File: src/rtl/quadgen_pkg.sv
package quadgen_pkg;

  typedef enum logic [1:0] {
    LVL_LO   = 2'b00,
    LVL_OPEN = 2'b01,
    LVL_HI   = 2'b10
  } tri_lvl_e;

  // A three-level pin reads 11 as open.
  function automatic tri_lvl_e lvl_norm(input logic [1:0] raw);
    if (raw == 2'b11) return LVL_OPEN;
    return tri_lvl_e'(raw);
  endfunction

endpackage

File: src/rtl/quadgen_res_decode.sv
module quadgen_res_decode
  import quadgen_pkg::*;
#(
  parameter int CYC = 960,
  parameter int PW  = 10,
  parameter int SW  = 7
) (
  input  logic [1:0]    sel_coarse,
  input  logic [1:0]    sel_fine,
  output logic [PW-1:0] span,
  output logic [PW-1:0] hyst,
  output logic [SW-1:0] nseg
);
  // Segment width per factor: one period split into 4*factor parts.
  localparam logic [PW-1:0] SP16 = PW'(CYC / 64);
  localparam logic [PW-1:0] SP12 = PW'(CYC / 48);
  localparam logic [PW-1:0] SP10 = PW'(CYC / 40);
  localparam logic [PW-1:0] SP8  = PW'(CYC / 32);
  localparam logic [PW-1:0] SP5  = PW'(CYC / 20);
  localparam logic [PW-1:0] SP4  = PW'(CYC / 16);
  localparam logic [PW-1:0] SP3  = PW'(CYC / 12);
  localparam logic [PW-1:0] SP2  = PW'(CYC / 8);
  localparam logic [PW-1:0] SP1  = PW'(CYC / 4);
  // Dead bands: 1/64, 1/48 and 1/40 of a period.
  localparam logic [PW-1:0] HB_A = PW'(CYC / 64);
  localparam logic [PW-1:0] HB_B = PW'(CYC / 48);
  localparam logic [PW-1:0] HB_C = PW'(CYC / 40);

  tri_lvl_e lv_c, lv_f;

  always_comb begin
    lv_c = lvl_norm(sel_coarse);
    lv_f = lvl_norm(sel_fine);
    span = SP1;
    hyst = HB_A;
    nseg = SW'(4);
    case ({lv_c, lv_f})
      {LVL_HI,   LVL_HI  }: begin span = SP16; hyst = HB_A; nseg = SW'(64); end
      {LVL_HI,   LVL_OPEN}: begin span = SP12; hyst = HB_B; nseg = SW'(48); end
      {LVL_HI,   LVL_LO  }: begin span = SP10; hyst = HB_C; nseg = SW'(40); end
      {LVL_OPEN, LVL_HI  }: begin span = SP8;  hyst = HB_A; nseg = SW'(32); end
      {LVL_OPEN, LVL_OPEN}: begin span = SP5;  hyst = HB_C; nseg = SW'(20); end
      {LVL_OPEN, LVL_LO  }: begin span = SP4;  hyst = HB_A; nseg = SW'(16); end
      {LVL_LO,   LVL_HI  }: begin span = SP3;  hyst = HB_B; nseg = SW'(12); end
      {LVL_LO,   LVL_OPEN}: begin span = SP2;  hyst = HB_A; nseg = SW'(8);  end
      default:              begin span = SP1;  hyst = HB_A; nseg = SW'(4);  end
    endcase
  end
endmodule

File: src/rtl/quadgen_hyst_track.sv
module quadgen_hyst_track #(
  parameter int CYC = 960,
  parameter int PW  = 10
) (
  input  logic          clk,
  input  logic          rst,
  input  logic          smp_take,
  input  logic [PW-1:0] smp_angle,
  input  logic [PW-1:0] hyst,
  output logic [PW-1:0] pos
);
  localparam logic [PW:0] CYC_X  = (PW+1)'(CYC);
  localparam logic [PW:0] HALF_X = (PW+1)'(CYC / 2);

  logic [PW:0]   raw_diff, fwd_diff, back_mag, lead_raw, lead_sum;
  logic [PW-1:0] pos_nxt;

  always_comb begin
    raw_diff = {1'b0, smp_angle} + CYC_X - {1'b0, pos};
    fwd_diff = (raw_diff >= CYC_X) ? raw_diff - CYC_X : raw_diff;
    back_mag = CYC_X - fwd_diff;
    lead_raw = {1'b0, smp_angle} + {1'b0, hyst};
    lead_sum = (lead_raw >= CYC_X) ? lead_raw - CYC_X : lead_raw;
    pos_nxt  = pos;
    if (fwd_diff != '0) begin
      if (fwd_diff < HALF_X)
        pos_nxt = smp_angle;            // moving ahead: follow at once
      else if (back_mag > {1'b0, hyst})
        pos_nxt = lead_sum[PW-1:0];     // moving back: trail by the dead band
    end
  end

  always_ff @(posedge clk) begin
    if (rst)           pos <= '0;
    else if (smp_take) pos <= pos_nxt;
  end
endmodule

File: src/rtl/quadgen_seg_step.sv
module quadgen_seg_step #(
  parameter int CYC = 960,
  parameter int PW  = 10,
  parameter int SW  = 7
) (
  input  logic          clk,
  input  logic          rst,
  input  logic [PW-1:0] pos,
  input  logic [PW-1:0] span,
  input  logic [SW-1:0] nseg,
  output logic [SW-1:0] seg
);
  localparam logic [PW:0] CYC_X  = (PW+1)'(CYC);
  localparam logic [PW:0] HALF_X = (PW+1)'(CYC / 2);

  logic [PW:0]   base, off_raw, off;
  logic [SW-1:0] seg_nxt, seg_last;

  always_comb begin
    base     = (PW+1)'(seg) * {1'b0, span};
    off_raw  = {1'b0, pos} + CYC_X - base;
    off      = (off_raw >= CYC_X) ? off_raw - CYC_X : off_raw;
    seg_last = nseg - SW'(1);
    seg_nxt  = seg;
    if (seg >= nseg)
      seg_nxt = '0;                                   // resync after a factor change
    else if (off >= {1'b0, span}) begin
      if (off < HALF_X)
        seg_nxt = (seg == seg_last) ? '0 : seg + SW'(1);
      else
        seg_nxt = (seg == '0) ? seg_last : seg - SW'(1);
    end
  end

  always_ff @(posedge clk) begin
    if (rst) seg <= '0;
    else     seg <= seg_nxt;
  end
endmodule

File: src/rtl/quadgen_out_map.sv
module quadgen_out_map
  import quadgen_pkg::*;
(
  input  logic [1:0] seg_lsb,
  input  logic [1:0] phase_sel,
  input  logic       msb_q,
  output logic       quad_a,
  output logic       quad_b,
  output logic       sync_out
);
  tri_lvl_e lvl;
  logic     gray_lead, gray_lag;

  always_comb begin
    lvl       = lvl_norm(phase_sel);
    gray_lead = seg_lsb[0] ^ seg_lsb[1];
    gray_lag  = seg_lsb[1];
    if (lvl == LVL_HI) begin
      quad_a = gray_lead;
      quad_b = gray_lag;
    end else begin
      quad_a = gray_lag;
      quad_b = gray_lead;
    end
    sync_out = (lvl == LVL_OPEN) && msb_q;
  end
endmodule

File: src/rtl/interp_quad_gen.sv
module interp_quad_gen #(
  parameter int CYCLE_COUNTS = 960,
  parameter int MAX_SEGS     = 64,
  localparam int AW = $clog2(CYCLE_COUNTS),
  localparam int SW = $clog2(MAX_SEGS + 1)
) (
  input  logic          clk,
  input  logic          rst,
  input  logic          in_valid,
  output logic          in_ready,
  input  logic [AW-1:0] in_angle,
  input  logic [1:0]    res_coarse,
  input  logic [1:0]    res_fine,
  input  logic [1:0]    phase_sel,
  output logic          quad_a,
  output logic          quad_b,
  output logic          sync_out
);
  localparam logic [AW-1:0] HALF = AW'(CYCLE_COUNTS / 2);

  logic [AW-1:0] cfg_span, cfg_hyst, trk_pos;
  logic [SW-1:0] cfg_nseg, seg_q;
  logic          take, msb_q;

  assign in_ready = ~rst;
  assign take     = in_valid & in_ready;

  quadgen_res_decode #(.CYC(CYCLE_COUNTS), .PW(AW), .SW(SW)) u_dec (
    .sel_coarse (res_coarse),
    .sel_fine   (res_fine),
    .span       (cfg_span),
    .hyst       (cfg_hyst),
    .nseg       (cfg_nseg)
  );

  quadgen_hyst_track #(.CYC(CYCLE_COUNTS), .PW(AW)) u_trk (
    .clk       (clk),
    .rst       (rst),
    .smp_take  (take),
    .smp_angle (in_angle),
    .hyst      (cfg_hyst),
    .pos       (trk_pos)
  );

  quadgen_seg_step #(.CYC(CYCLE_COUNTS), .PW(AW), .SW(SW)) u_step (
    .clk  (clk),
    .rst  (rst),
    .pos  (trk_pos),
    .span (cfg_span),
    .nseg (cfg_nseg),
    .seg  (seg_q)
  );

  always_ff @(posedge clk) begin
    if (rst)       msb_q <= 1'b0;
    else if (take) msb_q <= (in_angle >= HALF);
  end

  quadgen_out_map u_map (
    .seg_lsb   (seg_q[1:0]),
    .phase_sel (phase_sel),
    .msb_q     (msb_q),
    .quad_a    (quad_a),
    .quad_b    (quad_b),
    .sync_out  (sync_out)
  );
endmodule

File: config.mk
export PLATFORM = sky130hd
export DESIGN_NAME = interp_quad_gen
export DESIGN_NICKNAME = d
export VERILOG_FILES = /design/src/rtl/quadgen_pkg.sv /design/src/rtl/quadgen_res_decode.sv /design/src/rtl/quadgen_hyst_track.sv /design/src/rtl/quadgen_seg_step.sv /design/src/rtl/quadgen_out_map.sv /design/src/rtl/interp_quad_gen.sv
export SDC_FILE = /design/constraint.sdc
export NUM_CORES = 1
export LEC_CHECK = 0
export CORE_ASPECT_RATIO = 1.75
export CORE_MARGIN = 8
export CORE_UTILIZATION = 50
export DETAILED_ROUTE_END_ITERATION = 10
export PLACE_DENSITY = 0.71
export SLEW_MARGIN = 10
export SYNTH_ARGS = -nofsm -noshare
export SYNTH_HDL_FRONTEND = slang
export SYNTH_HIERARCHICAL = 1
export SYNTH_SLANG_ARGS = --single-unit
File: constraint.sdc
create_clock -name clk -period 20.3 [get_ports clk]
set_clock_uncertainty 0.2 [all_clocks]
set_input_delay 4.06 -clock clk [delete_from_list [all_inputs] [get_ports clk]]
set_output_delay 4.06 -clock clk [all_outputs]
set_load 0.1 [all_outputs]
Word-level counts from Yosys, hierarchy flattened:

Memory sizes are Yosys's and may differ from the RTL's.
Index checks and enable logic that the tools add are counted.

* register bits: 18
* latch bits: 0
* memory bits (writable): 0
* ROM bits: 288
* bits of input ports: 19
* output and inout bits: 4
* word-level logic and storage cells: 60
* memories: 1

Memory list
* (no name shown): words 16, width 18, read ports 1, clocked after Yosys merged registers in 0, wr ports 0, line quadgen_res_decode.sv:37 `case ({lv_c, lv_f})`

* add/subtract/negate cells: 12
* multiply operators: 1
* divide/modulo/power cells: 0
* $lt $le $gt $ge: 9
* equal/unequal tests: 6
* shift operators: 0
* mux-type cells: 19
* bitwise operators: 3
* reductions and logical operators: 6

Operator list (number)
* $ge A11 B10 Y1 const B: 3
* $mux W10: 3
* $add A10 B10 Y11 const B: 2
* $lt A11 B9 Y1 const B: 2
* $mux W11: 2
* $sub A11 B10 Y11 const B: 2
* $mux W7: 3
* $sub A7 B1 Y7 const B: 2
* $mux W2: 6
* $add A10 B10 Y11: 1
* $ge A11 B10 Y1: 1
* $gt A11 B10 Y1: 1
* $mul A7 B10 Y11: 1
* $reduce_bool A11 Y1: 1
* $sub A10 B11 Y11 const A: 1
* $sub A11 B10 Y11: 1
* $sub A11 B11 Y11: 1
* $ge A10 B9 Y1 const B: 1
* $sub A10 B10 Y10 const B: 1
* $eq A2 B2 Y1 const B: 4
* $add A7 B1 Y7 const B: 1
* $eq A7 B7 Y1: 1
* $ge A7 B7 Y1: 1
* $logic_not A7 Y1: 1
* other kinds (9): 13

Depth between registers and ports, before layout:

Gate-level depths: netlist (run 1).
An unclocked memory read counts as a cell.

* depth in word-level cells: 10
* depth in mapped cells: 32

By module:

The synthesis (run 1) kept the hierarchy.

By module, submodules not included
* quadgen_seg_step: instances 1, cells each 412, area an instance 3338.2 um^2, sequential area each 140.1 um^2
* quadgen_hyst_track: instances 1, cells each 339, area an instance 2536.2 um^2, sequential area each 200.2 um^2
* quadgen_res_decode: instances 1, cells each 53, area an instance 415.4 um^2, sequential area each 0.0 um^2
* interp_quad_gen: instances 1, cells each 6, area an instance 50.0 um^2, sequential area each 20.0 um^2
* quadgen_out_map: instances 1, cells each 6, area an instance 43.8 um^2, sequential area each 0.0 um^2

Worst setup path after synthesis (run 1):

Ideal clock, no wire load.

* path type: input-to-reg
* start: in res_coarse[0]
* end: reg u_step.seg[4]
* setup time: 0.126 ns
* arrival: 10.597 ns
* required time: 19.974 ns
* setup slack: 9.377 ns
* stages: 29
* path through: buf_4 > inv_1 > ha_1 > mux2_2 > and2_1 > fa_1 > inv_1 > fa_1 > fa_1 > inv_1 > fa_1 > inv_1 > ha_1 > nand2_1 > o21a_1 > and2_1 > buf_2 > ha_1 > nand4_1 > o41ai_1 > a31o_2 > mux2_2 > ha_1 > o2111ai_1 > o21ai_0 > a311oi_1 > nand2_1 > a32oi_1 > a31oi_1

* longest elaborated chain between the ends: 10
* elaborated cells on any way between the ends: 18
* classes of those cells: add/sub (3); mul (1); order compare (4); eq/ne (2); mux (6); reduce/logical (1); memory (1)

RTL lines
* start, declared: line interp_quad_gen.sv:12 `input logic [1:0] res_coarse,`
* $eq A2 B2 Y1: line quadgen_pkg.sv:11 `if (raw == 2'b11) return LVL_OPEN;`
* $mux W1: line quadgen_pkg.sv:11
* $mux W2 (*): line quadgen_pkg.sv:12 `return tri_lvl_e'(raw);`
* $mem_v2 Z16 W18 (*)
* via cfg_span[3]: line interp_quad_gen.sv:21 `logic [AW-1:0] cfg_span, cfg_hyst, trk_pos;`
* $mul A7 B10 Y11: line quadgen_seg_step.sv:20 `base = (PW+1)'(seg) * {1'b0, span};`
* $sub A11 B11 Y11: line quadgen_seg_step.sv:21 `off_raw = {1'b0, pos} + CYC_X - base;`
* $sub A11 B10 Y11 or $ge A11 B10 Y1 (tied branches): line quadgen_seg_step.sv:22 `off = (off_raw >= CYC_X) ? off_raw - CYC_X : off_raw;`
* $mux W11: line quadgen_seg_step.sv:22
* $lt A11 B9 Y1: line quadgen_seg_step.sv:28 `if (off < HALF_X)`
* $mux W7: line quadgen_seg_step.sv:28
* end signal, assigned: line quadgen_seg_step.sv:37 `else seg <= seg_nxt;`
* end, declared: line quadgen_seg_step.sv:11 `output logic [SW-1:0] seg`

The timed path passes the listed nets; every way through them passes the cells marked *.
A chain may end at the register's enable or synchronous reset.

Worst setup path in the final report (run 1):

* start: in res_fine[0]
* end: reg u_step.seg[5]

* elaborated cells on any way between the ends: 18
* classes of those cells: add/sub (3); mul (1); order compare (4); eq/ne (2); mux (6); reduce/logical (1); memory (1)

RTL lines
* start, declared: line interp_quad_gen.sv:13 `input logic [1:0] res_fine,`
* $eq A2 B2 Y1: line quadgen_pkg.sv:11
* $mux W1: line quadgen_pkg.sv:11
* $mux W2 (*): line quadgen_pkg.sv:12
* $mem_v2 Z16 W18 (*)
* via cfg_nseg[6]: line interp_quad_gen.sv:22 `logic [SW-1:0] cfg_nseg, seg_q;`
* $sub A7 B1 Y7: line quadgen_seg_step.sv:23 `seg_last = nseg - SW'(1);`
* $eq A7 B7 Y1: line quadgen_seg_step.sv:29 `seg_nxt = (seg == seg_last) ? '0 : seg + SW'(1);`
* $mux W7: line quadgen_seg_step.sv:29
* $mux W7: line quadgen_seg_step.sv:28

Marks and branches as above.

==> results of run 1 <==
## through the flow
stage                     cell area, um^2  worst slack [ns]  utilization  std cells  hold slack [ns]
after floorplan                      6410              9.38            -        824            0.269
after global placement               6650              8.14        0.532        983            0.289
after detailed placement             6650              7.98        0.532        983            0.296
after CTS                            6740              8.25        0.539        987            0.305
after global routing                 6740              7.64        0.539        987            0.333
final                                6740              8.22        0.539        987            0.305
## kinds of logic after synthesis
family,count (synthesis)
AND/OR/NAND/NOR,241
AO/OA/AOI/OAI,186
buffers and inverters,175
adder cells (fa/ha/maj),132
XOR/XNOR,49
flip-flops,18
multiplexers,14
other,1
## placed cells by master (no fill, tap or decap), drive strengths merged, types with 4 or more instances in the layout
cell type,count
inv,140
ha,94
nor2,58
nand2,47
a21oi,43
fa,38
and2,33
xnor2,32
o21ai,30
nor3,23
clkdlybuf4s50,22
a21o,19
dfxtp,18
nand3,18
nor2b,15
xor2,15
a211oi,12
a311oi,10
mux2i,9
conb,9
o21a,8
a31oi,8
o211ai,8
nor4,7
nand2b,7
or3,5
nor3b,5
a221oi,5
mux2,5
nand4,4
o2111ai,4
buf,4
clkbuf,4
and3,4
## cell type report
cell class,count,share of cell area
Multi-Input combinational cell,631,0.787
Inverter,140,0.0780
Sequential cell,18,0.0535
Timing Repair Buffer,26,0.0371
Tap cell,168,0.0312
Clock buffer,4,0.0132
## path summary, 6_finish.rpt
check / startpoint / end / slack, ns / cells past startpoint
max: res_fine[0] / u_step/seg[5]$_SDFFE_PP0P_ / 8.22 / 27
min: msb_q$_SDFFE_PP0P_ / msb_q$_SDFFE_PP0P_ / 0.30 / 2
max reg2reg: u_step/seg[1]$_SDFFE_PP0P_ / u_step/seg[5]$_SDFFE_PP0P_ / 12.63 / 25
min reg2reg: msb_q$_SDFFE_PP0P_ / msb_q$_SDFFE_PP0P_ / 0.30 / 2
## worst max-delay path, cell delays in order
cell             delay (ns)
clkdlybuf4s50_1        0.67
nor4bb_4               0.71
inv_1                  0.29
and2_1                 0.24
fa_1                   0.50
inv_1                  0.05
fa_1                   0.46
fa_1                   0.54
inv_1                  0.05
fa_1                   0.53
inv_1                  0.04
ha_1                   0.33
nand2_1                0.10
o21a_1                 0.21
and2_1                 0.26
ha_1                   0.35
nand4_1                0.13
o41ai_1                0.25
a31o_2                 0.24
mux2_2                 0.34
ha_1                   0.29
a21oi_1                0.13
o21ai_0                0.10
a311oi_1               0.46
and2_1                 0.40
o21ai_0                0.14
a31oi_1                0.18
## Yosys cell counts, drive strengths merged, types with 18 or more instances
| master | count | area [um^2] |
|---|---|---|
| ha | 94 | 1180 |
| nand2 | 47 | 194 |
| a21o | 19 | 143 |
| xnor2 | 32 | 288 |
| dfxtp | 18 | 360 |
| buf | 27 | 193 |
| and2 | 33 | 213 |
| fa | 38 | 761 |
| inv | 140 | 526 |
| nor2 | 58 | 220 |
| nand3 | 18 | 103 |
| a21oi | 43 | 223 |
| o21ai | 30 | 154 |
| nor3 | 23 | 126 |
## sequential cells by signal, indices dropped and copies added, names as in the netlist
register and flops:
msb_q 1, u_step/seg 7, u_trk/pos 10
## metal layers
layer  wire length, um  vias up
li1                  -     2800
met1              5800     2615
met2              9120      156
met3               518       62
met4              1070        0
met5                 0        -
==> impl_metrics.json, run 1 <==
{
  "finalSetupTns_ns": 0,
  "coreArea_um2": 12500,
  "placement.io_buffers": 22,
  "synth_warnings": 6,
  "synth_top_family_by_area": "adder cells",
  "grt_usage": 0.203,
  "post_cts_buffers": 0,
  "clk_pin_slew_ns": 0.06,
  "syn_inst": 816,
  "ys_seq_elements": 18,
  "gp_congestion": 0.870,
  "synth_mux_area_frac": 0.0241,
  "ctsHoldBuffers": 0,
  "syn_avg_cell_area_um2": 7.82,
  "drt_iter0_drc": 287,
  "dieArea_um2": 16800,
  "grt.met1_usage": 0.193,
  "nNetsFinal": 971,
  "regArea_um2": 360,
  "wl_per_cell_um": 16.7,
  "grt_max_degree": 19,
  "grtUsageMet3": 0.0214,
  "wirelength_mm": 16.5,
  "clockBufferDepth": 2,
  "max_cap_violations": 0,
  "drc": 0,
  "max_freq_mhz": 82.8,
  "drive_gt1_frac": 0.0672,
  "synthAdderAreaFrac": 0.303,
  "hold_violations": 0,
  "dp_hpwl_mm": 14.1,
  "synth_compound_gate_area_share": 0.215,
  "grt_pass1_vias": 5722,
  "vias": 5633,
  "status": "finished clean",
  "arrival_ns": 12.06,
  "synth_edf_count": 0,
  "crit_type": "in -> reg",
  "grt_most_used_layer": "met2",
  "cts_resized": 0,
  "setup_violations": 0,
  "numCtsBuffers": 3,
  "io_pins": 23,
  "worstMarginPinSlew_ns": 0.993,
  "async_reset_ff_frac": 0,
  "grt_pass1_wl_mm": 27.0,
  "clk_latency_ns": 0.25,
  "via_per_inst": 5.71,
  "period_needed_ns": 12.08,
  "cts_root_buf": "clkbuf_16",
  "grt_use_met2": 0.396,
  "cts-htree-levels": 1,
  "nFillCells": 1250,
  "relSlewSlack": 0.336,
  "dr.pass1.iters": 9,
  "cp-start-kind": "input pin",
  "fp.dieH_um": 165,
  "die_x_um": 101,
  "cts_sinks": 18,
  "hp-class": "reg -> reg",
  "grt_overflow": 0,
  "path_max_fanout": 14,
  "syn_area_um2": 6380,
  "diodes": 0,
  "initial_utilization": 0.511,
  "finalMaxSlewViolations": 0,
  "synth_cell_type_count": 100,
  "worst_ep_required_time_ns": 20.29,
  "synth-simple-area-share": 0.209,
  "synthFlopType": "dfxtp_1",
  "seq_area_frac_synth": 0.0564,
  "area_growth_pct": 5.55,
  "rows": 54,
  "cts_tree": "done",
  "antenna_found_initial": 0,
  "synth-xor-area-share": 0.0741,
  "rsz0062_at_grt": "no",
  "end_kind": "register",
  "postRouteAntennaNets": 0,
  "fin_crit_sh": 0.595,
  "multi_input_area_um2": 5300
}
Power of run 1 is not shown: default switching activity piles up to over one toggle a cycle in this logic, so the estimate is an artifact.
==> inputs of run 2 (changes only) <==
Settings changed: PLACE_DENSITY 0.71 to 0.74.
Clock period 20.3 ns to 10.2 ns, I/O delays scaled along.
==> run 2 against run 1 <==
Compared with the run above:
- count of clock-buffer cells in the layout did not move
- flip-flop and latch count unchanged
- die area unchanged
- register-to-register slack lost 9.6 ns
- global-route usage down 0.12 points
- via count up 1.2%
- first-iteration DRC count is 44% lower
- cell count up 0.61%
- core utilization rose by 0.37 points
- largest cell class unchanged
==> impl_metrics.json, run 2 (synthesis gave the netlist of run 1 again) <==
{
  "status": "finished clean",
  "multi_input_area_um2": 5300,
  "nNetsFinal": 977,
  "grt_overflow": 0,
  "post_cts_buffers": 0,
  "worstMarginPinSlew_ns": 1.00,
  "die_x_um": 101,
  "cts_resized": 0,
  "grt_pass1_vias": 5873,
  "largest-register": "u_trk/pos",
  "cp-start-kind": "input pin",
  "io_pins": 23,
  "postRouteAntennaNets": 0,
  "cts-htree-levels": 1,
  "cts_root_buf": "clkbuf_16",
  "arrival_ns": 9.61,
  "diodes": 0,
  "wirelength_mm": 16.1,
  "max_stage_delay_ns": 0.63,
  "final_cell_mix": "inv_1 (139), ha_1 (94), nor2_1 (57)",
  "finalSetupTns_ns": 0,
  "r2r_slack_ns": 3.00,
  "crit_type": "in -> reg",
  "ctsHoldBuffers": 0,
  "numCtsBuffers": 3,
  "fin_hold_ws_ns": 0.297,
  "clockBufferDepth": 2,
  "antenna_found_initial": 0,
  "placement.io_buffers": 22,
  "dr.pass1.iters": 4,
  "dp_hpwl_mm": 13.9,
  "nFillCells": 1198,
  "relSlewSlack": 0.327,
  "finalMaxSlewViolations": 0,
  "grt_usage": 0.202,
  "wl_per_cell_um": 16.3,
  "final_common_cell": "inv_1",
  "path_max_fanout": 9,
  "cp_slowest_cell": "clkdlybuf4s50_1",
  "period_needed_ns": 9.67,
  "cts_tree": "done",
  "gp_congestion": 0.943,
  "initial_utilization": 0.511,
  "end_kind": "register",
  "rsz0062_at_grt": "no",
  "clk_pin_slew_ns": 0.06,
  "area_growth_pct": 6.27,
  "regArea_um2": 360,
  "holdPathStages": 2,
  "via_per_inst": 5.74,
  "dieArea_um2": 16800,
  "hold_violations": 0,
  "path_delay_family": "adder cells",
  "largest_reg_flops": 10,
  "hp-start": "msb_q$_SDFFE_PP0P_",
  "crit_buf_inv": 5,
  "drc": 0,
  "reg2reg_from": "u_step/seg[3]$_SDFFE_PP0P_",
  "drive_gt1_frac": 0.0752,
  "grt_max_degree": 19,
  "max_cap_violations": 0,
  "setup_violations": 0,
  "vias": 5700,
  "grt_pass1_wl_mm": 27.0,
  "fp.dieH_um": 165,
  "worst_ep_required_time_ns": 10.14,
  "hold_path_end": "msb_q$_SDFFE_PP0P_",
  "max_freq_mhz": 103,
  "fin_crit_sh": 0.948,
  "r2r_cells": 26,
  "rows": 54,
  "r2r_end": "u_step/seg[4]$_SDFFE_PP0P_",
  "clk_latency_ns": 0.26,
  "coreArea_um2": 12500,
  "cts_sinks": 18,
  "drt_iter0_drc": 162,
  "top_regs": "u_trk/pos: 10 flops, u_step/seg: 7 flops, msb_q: 1 flops",
  "hp-class": "reg -> reg"
}
-- run 2: per-stage QoR --
step / area, um^2 / instances / setup WS, ns / utilization
6_report: 6780 / 993 / 0.533 / 0.543
3_3_place_gp: 6690 / 989 / 0.451 / 0.536
2_1_floorplan: 6410 / 824 / 1.30 / -
4_1_cts: 6780 / 993 / 0.482 / 0.543
5_1_grt: 6780 / 993 / 0.0115 / 0.543
3_5_place_dp: 6690 / 989 / 0.261 / 0.536
-- run 2: how the worst max path moves through the flow --
stage,depth (start not counted),start,end
floorplan,29,res_coarse[0],u_step/seg[4]$_SDFFE_PP0P_
global placement,28,res_coarse[0],u_step/seg[5]$_SDFFE_PP0P_
detailed placement,28,res_coarse[0],u_step/seg[5]$_SDFFE_PP0P_
CTS,28,res_coarse[0],u_step/seg[5]$_SDFFE_PP0P_
global route,28,res_coarse[0],u_step/seg[4]$_SDFFE_PP0P_
finish,28,res_coarse[0],u_step/seg[4]$_SDFFE_PP0P_
-- run 2: worst min-delay path: cells and delay by family, from the launching register on --
family / cells / cell delay, ns
AOI/OAI and AO/OA: 1 / 0.05
and+or+nand+nor: 1 / 0.09
DFF: 1 / 0.31
-- run 2: cell type report --
type / instances / share of cell area
repair buffers: 32 / 0.0435
multi-input cells: 631 / 0.782
clock buffers: 4 / 0.0131
flip-flops and latches: 18 / 0.0531
well taps: 168 / 0.0310
inverters: 140 / 0.0775
-- run 2: per-layer routing --
metal	vias up	GRT usage	wire (um)
li1	2814	-	-
met1	2670	0.183	5620
met2	147	0.405	8950
met3	69	0.0214	513
met4	0	0.127	1050
met5	-	0	0
Power of run 2 is left out for the same reason.
==> inputs of run 3 (changes only) <==
Settings changed: ABC_CLOCK_PERIOD_IN_PS set to 10200.
==> results of run 3 <==
Final layout, timing and power as in run 2 (identical DEF).
Power of run 3 is left out for the same reason.
